<file path="src/rtl/coh_dir.sv">
module coh_dir #(
  parameter int NCACHE = 4,
  parameter int LINES  = 4,
  parameter int THRESH = 2
) (
  input  logic                       clk,
  input  logic                       rst_n,
  input  logic                       req_valid,
  output logic                       req_ready,
  input  logic                       req_write,
  input  logic [$clog2(LINES)-1:0]   req_line,
  input  logic [$clog2(NCACHE)-1:0]  req_src,
  output logic                       cmd_valid,
  input  logic                       cmd_ready,
  output logic                       cmd_bcast,
  output logic [$clog2(NCACHE)-1:0]  cmd_dest,
  output logic [$clog2(LINES)-1:0]   cmd_line
);
  localparam int IW = $clog2(NCACHE);
  localparam int LW = $clog2(LINES);
  localparam int CW = $clog2(NCACHE + 1) + 1;
  localparam int SW = (THRESH > 1) ? $clog2(THRESH) : 1;
  localparam logic [CW-1:0] CMAX = '1;

  logic [THRESH-1:0] vld [LINES];
  logic [IW-1:0]     sid [LINES][THRESH];
  logic              ovf [LINES];
  logic [CW-1:0]     cnt [LINES];

  logic [THRESH-1:0] pend;
  logic              pend_bc;
  logic [IW-1:0]     snap [THRESH];
  logic [IW-1:0]     bc_src;
  logic [LW-1:0]     cur_line;

  logic              busy, acc, hit, has_free;
  logic [THRESH-1:0] hitv;
  logic [SW-1:0]     free_slot, sel;

  assign busy      = (|pend) | pend_bc;
  assign req_ready = !busy;
  assign acc       = req_valid && req_ready;

  always_comb begin
    hitv      = '0;
    has_free  = 1'b0;
    free_slot = '0;
    for (int k = THRESH - 1; k >= 0; k--) begin
      hitv[k] = vld[req_line][k] && (sid[req_line][k] == req_src);
      if (!vld[req_line][k]) begin
        has_free  = 1'b1;
        free_slot = SW'(k);
      end
    end
  end
  assign hit = |hitv;

  always_comb begin
    sel = '0;
    for (int k = THRESH - 1; k >= 0; k--)
      if (pend[k]) sel = SW'(k);
  end

  assign cmd_valid = busy;
  assign cmd_bcast = pend_bc;
  assign cmd_dest  = pend_bc ? bc_src : snap[sel];
  assign cmd_line  = cur_line;

  always_ff @(posedge clk) begin
    if (!rst_n) begin
      pend     <= '0;
      pend_bc  <= 1'b0;
      bc_src   <= '0;
      cur_line <= '0;
      for (int l = 0; l < LINES; l++) begin
        vld[l] <= '0;
        ovf[l] <= 1'b0;
        cnt[l] <= '0;
        for (int k = 0; k < THRESH; k++) sid[l][k] <= '0;
      end
      for (int k = 0; k < THRESH; k++) snap[k] <= '0;
    end else if (acc) begin
      cur_line <= req_line;
      if (req_write && ovf[req_line]) begin
        pend_bc               <= 1'b1;
        bc_src                <= req_src;
        ovf[req_line]         <= 1'b0;
        cnt[req_line]         <= CW'(1);
        vld[req_line]         <= THRESH'(1);
        sid[req_line][0]      <= req_src;
      end else begin
        if (req_write) begin
          pend <= vld[req_line] & ~hitv;
          for (int k = 0; k < THRESH; k++) snap[k] <= sid[req_line][k];
        end
        if (ovf[req_line]) begin
          if (cnt[req_line] != CMAX) cnt[req_line] <= cnt[req_line] + 1'b1;
        end else if (!hit) begin
          cnt[req_line] <= cnt[req_line] + 1'b1;
          if (has_free) begin
            vld[req_line][free_slot] <= 1'b1;
            sid[req_line][free_slot] <= req_src;
          end else begin
            ovf[req_line] <= 1'b1;
            vld[req_line] <= '0;
          end
        end
      end
    end else if (busy && cmd_ready) begin
      if (pend_bc) pend_bc <= 1'b0;
      else         pend[sel] <= 1'b0;
    end
  end

  a_r8_hold: assert property (@(posedge clk) disable iff (!rst_n)
    cmd_valid && !cmd_ready |=> cmd_valid && $stable(cmd_bcast) && $stable(cmd_dest) && $stable(cmd_line));
  a_r8_stall: assert property (@(posedge clk) disable iff (!rst_n)
    cmd_valid |-> !req_ready);
  a_r6_single_bcast: assert property (@(posedge clk) disable iff (!rst_n)
    cmd_valid && cmd_ready && cmd_bcast |=> !cmd_valid);
  a_r11_read_quiet: assert property (@(posedge clk) disable iff (!rst_n)
    req_valid && req_ready && !req_write |=> !cmd_valid);
  a_r3_list_count: assert property (@(posedge clk) disable iff (!rst_n)
    !ovf[req_line] |-> cnt[req_line] == CW'($countones(vld[req_line])));
  a_r7_after_bcast: assert property (@(posedge clk) disable iff (!rst_n)
    req_valid && req_ready && req_write && ovf[req_line] |=> !ovf[cur_line] && cnt[cur_line] == CW'(1));
endmodule

</file>
<file path="config.mk">
export PLATFORM = sky130hd
export DESIGN_NAME = coh_dir
export DESIGN_NICKNAME = d
export VERILOG_FILES = /design/src/rtl/coh_dir.sv
export SDC_FILE = /design/constraint.sdc
export NUM_CORES = 1
export LEC_CHECK = 0
export BUFFER_PORTS_ARGS = -buffer_cell sky130_fd_sc_hd__buf_2
export CORE_MARGIN = 3
export CORE_UTILIZATION = 53
export CTS_CLUSTER_DIAMETER = 80
export CTS_CLUSTER_SIZE = 40
export DETAILED_ROUTE_END_ITERATION = 8
export PLACE_DENSITY = 0.75
export SETUP_SLACK_MARGIN = 0.1
export SKIP_CTS_REPAIR_TIMING = 1
export SLEW_MARGIN = 5
export SYNTH_ARGS = -nofsm -noshare
export SYNTH_HDL_FRONTEND = slang
export SYNTH_SLANG_ARGS = --single-unit
</file>
<file path="constraint.sdc">
create_clock -name clk -period 2.4 [get_ports clk]
set_clock_uncertainty 0.1 [all_clocks]
set_input_delay 0 -clock clk [delete_from_list [all_inputs] [get_ports clk]]
set_output_delay 0 -clock clk [all_outputs]
set_load 0.01 [all_outputs]
</file>
==> results.txt, run 1 <==
Status = finished with violations
Failing checks = hold timing
Int Power = 1.08 mW
Worst hold slack = -0.0153 ns
Crit path kind = reg -> reg
Ant diodes = 0
Routed WL = 4.68 mm
# DRC = 0
DR pass1 iterations = 4
Clock group share of total power = 28.4%
CTS tree = built
Largest net degree at the start of global routing = 24
Num rows = 22
Chip Height = 68.7 µm
Worst Max-Slew Pin Slew = 0.555 ns
Post-place setup slack = -0.0167 ns
Net Sw Power = 0.408 mW
Rel. slew slack = 63.0%
Total grt overflow = 0
DR iter-0 viols = 133
WL/cell = 17.5 µm
Core Footprint = 3720 µm²
Primary FF master, synth = edfxtp_1
Initial Utilization = 56.0%
Cells after synthesis = 183
Start of the worst register-to-register path = sid[3][0]
Initial antenna violation count = 0
CP Buf/Inv Count = 2
Routability cong. = 0.749
Final net count = 227
Min Tclk post-route = 2.33 ns
PwrDens = 598 nW/µm²
Critical Path Start = sid[3][0]
First-pass GRT wire length = 7.02 mm
Top Ports = 16
Crit path arrival time = 2.26 ns
Comb pwr share = 19.8%
Global-route usage over all layers = 21.0%
Clock Sinks = 39
Synth Net Count = 192
Die area = 4710 µm²
Synth Register Bits = 39
Clk Latency, worst-skew pair = 0.29 ns
Hold Vio Cnt, Final = 2
IO buf count = 15
Final Slew Violations = 0
HP Start = req_line[0]
Area Overhead vs Synth = 19.6%
Post-layout util = 67.0%
Reg2reg setup slack = 0.07 ns
Sw frac = 27.4%
RSZ-0062 raised after global routing = true
VDD IR max = 0.317 mV
Register share of total power = 51.8%
CTS clk-pin slew, worst paths = 0.07 ns
Worst setup margin = 0.0673 ns
CTS H-tree depth = 2
Antenna viol nets, final = 0
Ratio of cells with drive above 1 in the final layout = 36.1%
Post-synth EDFFs = 29
Min-delay worst type = in -> reg
Final setup fails = 0
Post-route clock period utilization = 97.2%
Max-cap viol count = 0
Synth Warn # = 0
CP endpoint kind = register
Crit path max-delay family = multiplexers
Leakage Power = 0.942 nW
Max Root-Sink Buffers = 2
Critical-path top delay cell = mux4_2
CTS Buf Count = 5
Root Buffer = clkbuf_8
Avg Vias per Cell = 6.03
Post-Synthesis Cell Area = 2080 µm²
Die Wd = 68.7 µm
Ys async rst share = 0%
DP HPWL = 3.26 mm
Cell variety after synth = 43
Cell chain of the critical path = mux4_2, xnor2_4, a211oi_4, a311oi_4, buf_6, buf_4, nor2_1
Largest fanout on the critical path = 7
Startpoint Class = register
Syn avg cell area = 11.4 µm²
Max Clk Rate = 0.429 GHz
DR vias = 1,610
CP required = 2.33 ns
Vias in the first global route = 1,502
Seq/Total Area, Yosys = 51.5%
Slowest Stage Delay on Critical Path = 0.56 ns
cells by family after synthesis:
kind of cell,after synthesis,share of synthesized area [%]
AND/OR/NAND/NOR,64,17.7
AO/OA/AOI/OAI,45,14.3
flip-flops,39,51.5
buffers and inverters,22,5.11
multiplexers,9,8.54
XOR/XNOR,4,2.95
final cells by class:
| type | count | area (µm²) |
|---|---|---|
| Multi-Input combinational cell | 122 | 971 |
| Fill cell | 266 | 1230 |
| Clock buffer | 5 | 68.8 |
| Sequential cell | 39 | 1070 |
| Clock inverter | 3 | 15.0 |
| Tap cell | 48 | 60.1 |
| Timing Repair Buffer | 37 | 254 |
| Inverter | 13 | 48.8 |
layout by cell type, fill, tap and decap left out, types with 2 or more instances in the layout:
master and instances:
o21ai_0 11, mux4_2 7, nand2b_1 3, mux2i_1 2
nand2_2 3, clkinv_1 3, nor3_2 8, nand2_1 11
nand4_1 3, inv_1 11, nor2_1 22, a22oi_1 5
buf_6 3, dfxtp_1 10, o21ai_1 3, o211ai_1 3
xnor2_2 2, xnor2_4 2, nand3_1 3, edfxtp_1 29
buf_2 15, buf_4 18, o21ai_2 5, clkbuf_8 5
a21oi_1 11
power by group through the flow:
stage	Clock [mW]	Combinational, mW	Sequential (mW)
2_1_floorplan	0	0.174	0.782
3_3_place_gp	0	0.231	0.783
3_5_place_dp	0	0.241	0.786
4_1_cts	0.431	0.241	0.771
5_1_grt	0.458	0.316	0.773
6_report	0.423	0.294	0.770
worst register-to-register path, cell delays in order (launching register included):
cell      delay, ns
edfxtp_1       0.38
mux4_2         0.56
xnor2_4        0.27
a211oi_4       0.10
a311oi_4       0.28
buf_6          0.19
buf_4          0.13
nor2_1         0.05
registers in the layout, indices dropped and copies added, names as in the netlist:
signal	count
sid	16
pend	2
cmd_line	2
snap	4
bc_src	2
cmd_bcast	1
vld	8
ovf	4
per-stage QoR:
stage / setup TNS [ns] / std cells / power (mW) / area [µm²]
final: 0 / 267 / 1.49 / 2490
after detailed placement: -0.0200 / 249 / 1.03 / 2250
after floorplan: 0 / 183 / 0.956 / 2080
after global routing: 0 / 267 / 1.55 / 2490
after CTS: -0.0582 / 257 / 1.44 / 2330
after global placement: 0 / 249 / 1.01 / 2250
cell usage after synthesis (all sizes together) (4+ instances only):
| master | count | area [µm²] |
|---|---|---|
| o21ai | 19 | 95.1 |
| a22oi | 5 | 37.5 |
| nand2 | 14 | 52.6 |
| inv | 12 | 45.0 |
| clkbuf | 4 | 15.0 |
| mux4 | 7 | 158 |
| xnor2 | 4 | 61.3 |
| nor3 | 9 | 91.3 |
| edfxtp | 29 | 871 |
| a21oi | 11 | 55.1 |
| dfxtp | 10 | 200 |
| nor2 | 23 | 86.3 |
| buf | 5 | 42.5 |
final timing paths:
| kind | to | depth (start not counted) |
|---|---|---|
| setup / recovery | vld[2][0] | 7 |
| hold / removal | cmd_line[0] | 3 |
| setup reg to reg | vld[2][0] | 7 |
| hold reg to reg | cmd_line[1] | 2 |
layer usage:
| metal | track usage (%) | share of wire, % | up-vias |
|---|---|---|---|
| li1 | - | - | 745 |
| met1 | 24.1 | 38 | 799 |
| met2 | 36.0 | 54 | 57 |
| met3 | 5.35 | 6.0 | 9 |
| met4 | 10.4 | 1.6 | 0 |
| met5 | 0 | 0 | - |
Note: power is estimated with default switching activity, not from simulation.
==> inputs of run 2 (changes only) <==
BUFFER_PORTS_ARGS = -buffer_cell sky130_fd_sc_hd__buf_4   (was -buffer_cell sky130_fd_sc_hd__buf_2)
CORE_UTILIZATION = 35   (was 53)
PLACE_DENSITY = unset   (was 0.75)
==> results.txt, run 2 (synthesized netlist as in run 1, its figures left out) <==
CTS clk-pin slew, worst paths = 0.08 ns
Initial antenna violation count = 0
Die area = 6910 µm²
Leakage Power = 0.963 nW
Net Sw Power = 0.418 mW
Slowest Stage Delay on Critical Path = 0.56 ns
Antenna viol nets, final = 0
Crit path max-delay family = simple AND/OR/NAND/NOR gates
Placed cells = 274
CTS tree = built
Register share of total power = 47.7%
DR vias = 1,530
DP HPWL = 3.19 mm
Cell chain of the critical path = or4b_4, or3_4, a31oi_1, o21ai_2, a22oi_1
Post-Layout Inst Area = 2590 µm²
Num rows = 27
Clock Sinks = 39
Rel. slew slack = 59.6%
VDD IR max = 0.309 mV
Final Slew Violations = 0
Min-delay worst type = in -> reg
Routability cong. = 0.845
PwrDens = 623 nW/µm²
Ratio of cells with drive above 1 in the final layout = 34.5%
Initial Utilization = 36.9%
Setup TNS = 0 ns
IO buf count = 15
CTS Buf Count = 5
Startpoint Class = register
FILL cells = 532
Biggest regs = sid (16), vld (8)
Crit path kind = reg -> reg
Ant diodes = 0
Final setup fails = 0
Largest register FFs = 16
Crit path arrival time = 2.25 ns
Status = completed
Die Wd = 83.1 µm
Final net count = 228
RSZ-0062 raised after global routing = true
Total grt overflow = 0
Clk Latency, worst-skew pair = 0.30 ns
WL/cell = 15.9 µm
DR pass1 iterations = 4
Max Root-Sink Buffers = 2
Int Power = 1.19 mW
Clock group share of total power = 33.5%
Global-route usage over all layers = 12.8%
Post-route clock period utilization = 98.2%
Most frequent cells in the layout = buf_4 (32), edfxtp_1 (29), nor2_1 (23), nand2_1 (13)
Placed cell area = 2320 µm²
Min Tclk post-route = 2.36 ns
CP Buf/Inv Count = 0
Sw frac = 25.9%
Comb pwr share = 18.7%
Routed WL = 4.64 mm
Max Clk Rate = 0.424 GHz
CP endpoint kind = register
Commonest non-fill, non-tap cell in the layout = buf_4
Critical-path top delay cell = or4b_4
Root Buffer = clkbuf_8
Avg Vias per Cell = 5.24
Largest reg by FF count = sid
Hold Vio Cnt, Final = 0
First-pass GRT wire length = 6.98 mm
Max-cap viol count = 0
# DRC = 0
Top Ports = 16
Core Footprint = 5640 µm²
Worst Max-Slew Pin Slew = 0.606 ns
Largest fanout on the critical path = 4
DR iter-0 viols = 96
Largest net degree at the start of global routing = 25
CTS H-tree depth = 2
Chip Height = 83.1 µm
Non-Filler Instances = 292
Vias in the first global route = 1,425
Area Overhead vs Synth = 24.3%
CP required = 2.29 ns
-- run 2: worst min-delay path, stage by stage --
cell     delay [ns]
buf_4          0.13
nand2_1        0.10
nor2_1         0.09
-- run 2: worst paths after layout --
path | cells past startpoint | slack (ns) | startpoint | to
hold reg to reg | 2 | 0.36 | cmd_line[0] | cmd_line[0]
setup / recovery | 5 | 0.04 | cmd_bcast | vld[3][0]
hold / removal | 3 | 0.04 | req_src[0] | sid[0][0]
setup reg to reg | 5 | 0.04 | cmd_bcast | vld[3][0]
-- run 2: layout make-up --
type,instances,area (µm²),share of cell area [%]
clock buffers,5,68.8,2.66
clock inverters,3,38.8,1.50
inverters,13,48.8,1.89
multi-input cells,122,963,37.3
flip-flops and latches,39,1070,41.5
well taps,72,90.1,3.48
repair buffers,38,304,11.8
-- run 2: metal layers --
layer | share of wire (%) | GRT usage (%) | up-vias | wire length [µm]
met2 | 48 | 19.5 | 30 | 2230
met1 | 47 | 17.2 | 746 | 2190
met3 | 3.9 | 3.97 | 5 | 182
met4 | 0.88 | 4.61 | 0 | 41
met5 | 0 | 0 | - | 0
li1 | - | - | 749 | -
-- run 2: power by group through the flow --
stage | combinational [mW] | clock [mW] | sequential (mW)
finish | 0.301 | 0.541 | 0.769
global route | 0.325 | 0.579 | 0.772
global placement | 0.253 | 0 | 0.784
floorplan | 0.174 | 0 | 0.782
detailed placement | 0.254 | 0 | 0.785
CTS | 0.255 | 0.546 | 0.769
-- run 2: metrics by stage --
stage	hold slack, ns	utilization, %	setup slack (ns)	power (mW)
final	0.0393	45.8	0.0424	1.61
after global routing	0.0467	45.8	-0.0330	1.68
after CTS	-0.128	43.1	0.0284	1.57
after detailed placement	0.181	41.2	0.0385	1.04
after global placement	0.184	41.2	0.0994	1.04
after floorplan	0.0531	-	0.0710	0.956
==> inputs of run 3 (changes only) <==
ABC_AREA = 1   (was unset)
RECOVER_POWER = 25   (was unset)
==> results.txt, run 3 <==
Status = completed
Comb pwr share = 15.4%
DR iter-0 viols = 189
Largest reg by FF count = sid
Min Tclk post-route = 2.11 ns
Ys async rst share = 0%
Seq/Total Area, Yosys = 50.1%
Worst hold endpoint = ovf[1]
CTS Buf Count = 5
Die Wd = 84.1 µm
Routability cong. = 0.823
Die area = 7080 µm²
Clk Latency, worst-skew pair = 0.30 ns
Worst setup margin = 0.287 ns
Slowest Stage Delay on Critical Path = 0.33 ns
Chip Height = 84.1 µm
Post-synth top area cell = edfxtp_1
Largest fanout on the critical path = 6
Initial Utilization = 37.4%
Commonest non-fill, non-tap cell in the layout = nand2_1
Final net count = 315
Net Sw Power = 0.424 mW
Setup TNS = 0 ns
Routed WL = 4.71 mm
Antenna viol nets, final = 0
Leakage Power = 1.21 nW
CP Buf/Inv Count = 3
Synth Register Bits = 39
Total grt overflow = 0
Crit path max-delay family = simple AND/OR/NAND/NOR gates
Biggest regs = sid (16), vld (8)
Register share of total power = 49.3%
Ratio of cells with drive above 1 in the final layout = 12.4%
Largest net degree at the start of global routing = 32
WL/cell = 12.4 µm
Area share of the largest cell type after synthesis = 40.8%
Vias in the first global route = 1,709
Crit path arrival time = 2.03 ns
Post-layout util = 42.7%
Syn avg cell area = 7.49 µm²
Capturing point of the worst reg2reg path = vld[2][0]
Initial antenna violation count = 0
HP Start = req_line[1]
Count leader, synth = nand2_1
Sw frac = 26.9%
Reg2Reg Depth = 11
Critical-path top delay cell = dfxtp_1
Post-Synthesis Cell Area = 2140 µm²
Int Power = 1.15 mW
Post-place setup slack = 0.238 ns
Core Footprint = 5710 µm²
Start of the worst register-to-register path = cmd_bcast
Hold Vio Cnt, Final = 0
Most frequent cells in the layout = nand2_1 (119), inv_1 (31), edfxtp_1 (29), nor2_1 (26), nand3_1 (16)
Cell chain of the critical path = inv_1, nand3_2, nor2_2, inv_1, nor3_4, nand2_2, nand2_1, inv_2, nand2_2, nand2_1, nand2_1
Post-synth EDFFs = 29
Post-route clock period utilization = 88.0%
Max Root-Sink Buffers = 2
Hold path cells = 4
Clock group share of total power = 35.3%
Final setup fails = 0
Startpoint Class = register
VDD IR max = 0.257 mV
Area Overhead vs Synth = 14.1%
CP endpoint kind = register
Root Buffer = clkbuf_8
Ant diodes = 0
Cell variety after synth = 22
Placed cell area = 2320 µm²
FILL cells = 603
Synth top area cells = edfxtp_1 (41%), nand2_1 (21%), dfxtp_1 (9.4%)
Clock Sinks = 39
Cells after synthesis = 285
Crit path kind = reg -> reg
DR vias = 1,793
Max Clk Rate = 0.473 GHz
Synth top cells by count = nand2_1 (119), inv_1 (30), edfxtp_1 (29)
Primary FF master, synth = edfxtp_1
Global-route usage over all layers = 13.9%
PnR Total Power = 1.57 mW
CTS clk-pin slew, worst paths = 0.08 ns
Largest register FFs = 16
Reg2reg setup slack = 0.29 ns
Synth Net Count = 294
DP HPWL = 3.52 mm
Synth Warn # = 0
RSZ-0062 raised after global routing = false
# DRC = 0
First-pass GRT wire length = 7.88 mm
Min-delay worst type = in -> reg
Avg Vias per Cell = 4.73
Post-Layout Inst Area = 2440 µm²
CTS tree = built
Final Slew Violations = 0
DR pass1 iterations = 5
Top Ports = 16
PwrDens = 646 nW/µm²
Rel. slew slack = 75.0%
Max-cap viol count = 0
Cell mode on critical path = nand2_1
Critical Path Start = cmd_bcast
CTS H-tree depth = 2
CP required = 2.32 ns
Num rows = 27
Worst Max-Slew Pin Slew = 0.375 ns
IO buf count = 15
run 3: changes by cell type in the layout (fill, tap and decap cells not counted), moves of 4 or more:
cell,delta
a22oi_1,-5
buf_4,-20
clkbuf_1,+7
inv_1,+20
inv_2,+4
mux4_2,-7
nand2_1,+106
nand3_1,+13
nor2_2,+4
nor3_2,-8
o21ai_1,-4
run 3: power by group through the flow:
stage | Clock [mW] | Sequential (mW) | Combinational [mW]
finish | 0.555 | 0.776 | 0.243
global route | 0.602 | 0.780 | 0.278
CTS | 0.564 | 0.777 | 0.249
detailed placement | 0 | 0.792 | 0.248
global placement | 0 | 0.792 | 0.246
floorplan | 0 | 0.789 | 0.168
run 3: layout make-up:
type	count	area (µm²)	area share [%]
Clock inverter	3	42.5	1.75
Timing Repair Buffer	21	136	5.60
Sequential cell	39	1070	44.0
Inverter	36	135	5.55
Clock buffer	5	68.8	2.82
Tap cell	72	90.1	3.70
Multi-Input combinational cell	203	892	36.6
run 3: tightest hold or removal path, delay by kind of cell:
| family | cells | cell delay, ns |
|---|---|---|
| buffers and inverters | 1 | 0.15 |
| AND/OR/NAND/NOR | 3 | 0.20 |
run 3: logic make-up after synthesis:
group / count (synthesis) / share of synthesized area, %
AND/OR/NAND/NOR: 180 / 36.3
flip-flops: 39 / 50.1
AO/OA/AOI/OAI: 23 / 5.51
buffers and inverters: 43 / 8.08
run 3: worst max-delay path by stage:
stage | depth (start not counted) | endpoint | slack [ns]
6_report | 11 | vld[2][0] | 0.29
2_1_floorplan | 11 | vld[0][1] | 0.37
4_1_cts | 11 | vld[2][0] | 0.23
5_1_grt | 11 | vld[2][0] | 0.11
3_3_place_gp | 11 | vld[1][0] | 0.25
3_5_place_dp | 11 | vld[2][0] | 0.24
run 3: per-stage QoR:
step | hold slack [ns] | cells
after floorplan | 0.0827 | 285
after global placement | 0.211 | 368
after detailed placement | 0.227 | 368
after CTS | -0.0837 | 376
after global routing | 0.0325 | 379
final | 0.00240 | 379
run 3: per-layer routing:
layer | up-vias | global-route usage [%] | part of all wire [%]
met1 | 809 | 18.5 | 49
met4 | 0 | 5.12 | 1.7
li1 | 944 | - | -
met2 | 32 | 22.0 | 46
met3 | 8 | 3.46 | 3.9
met5 | - | 0 | 0
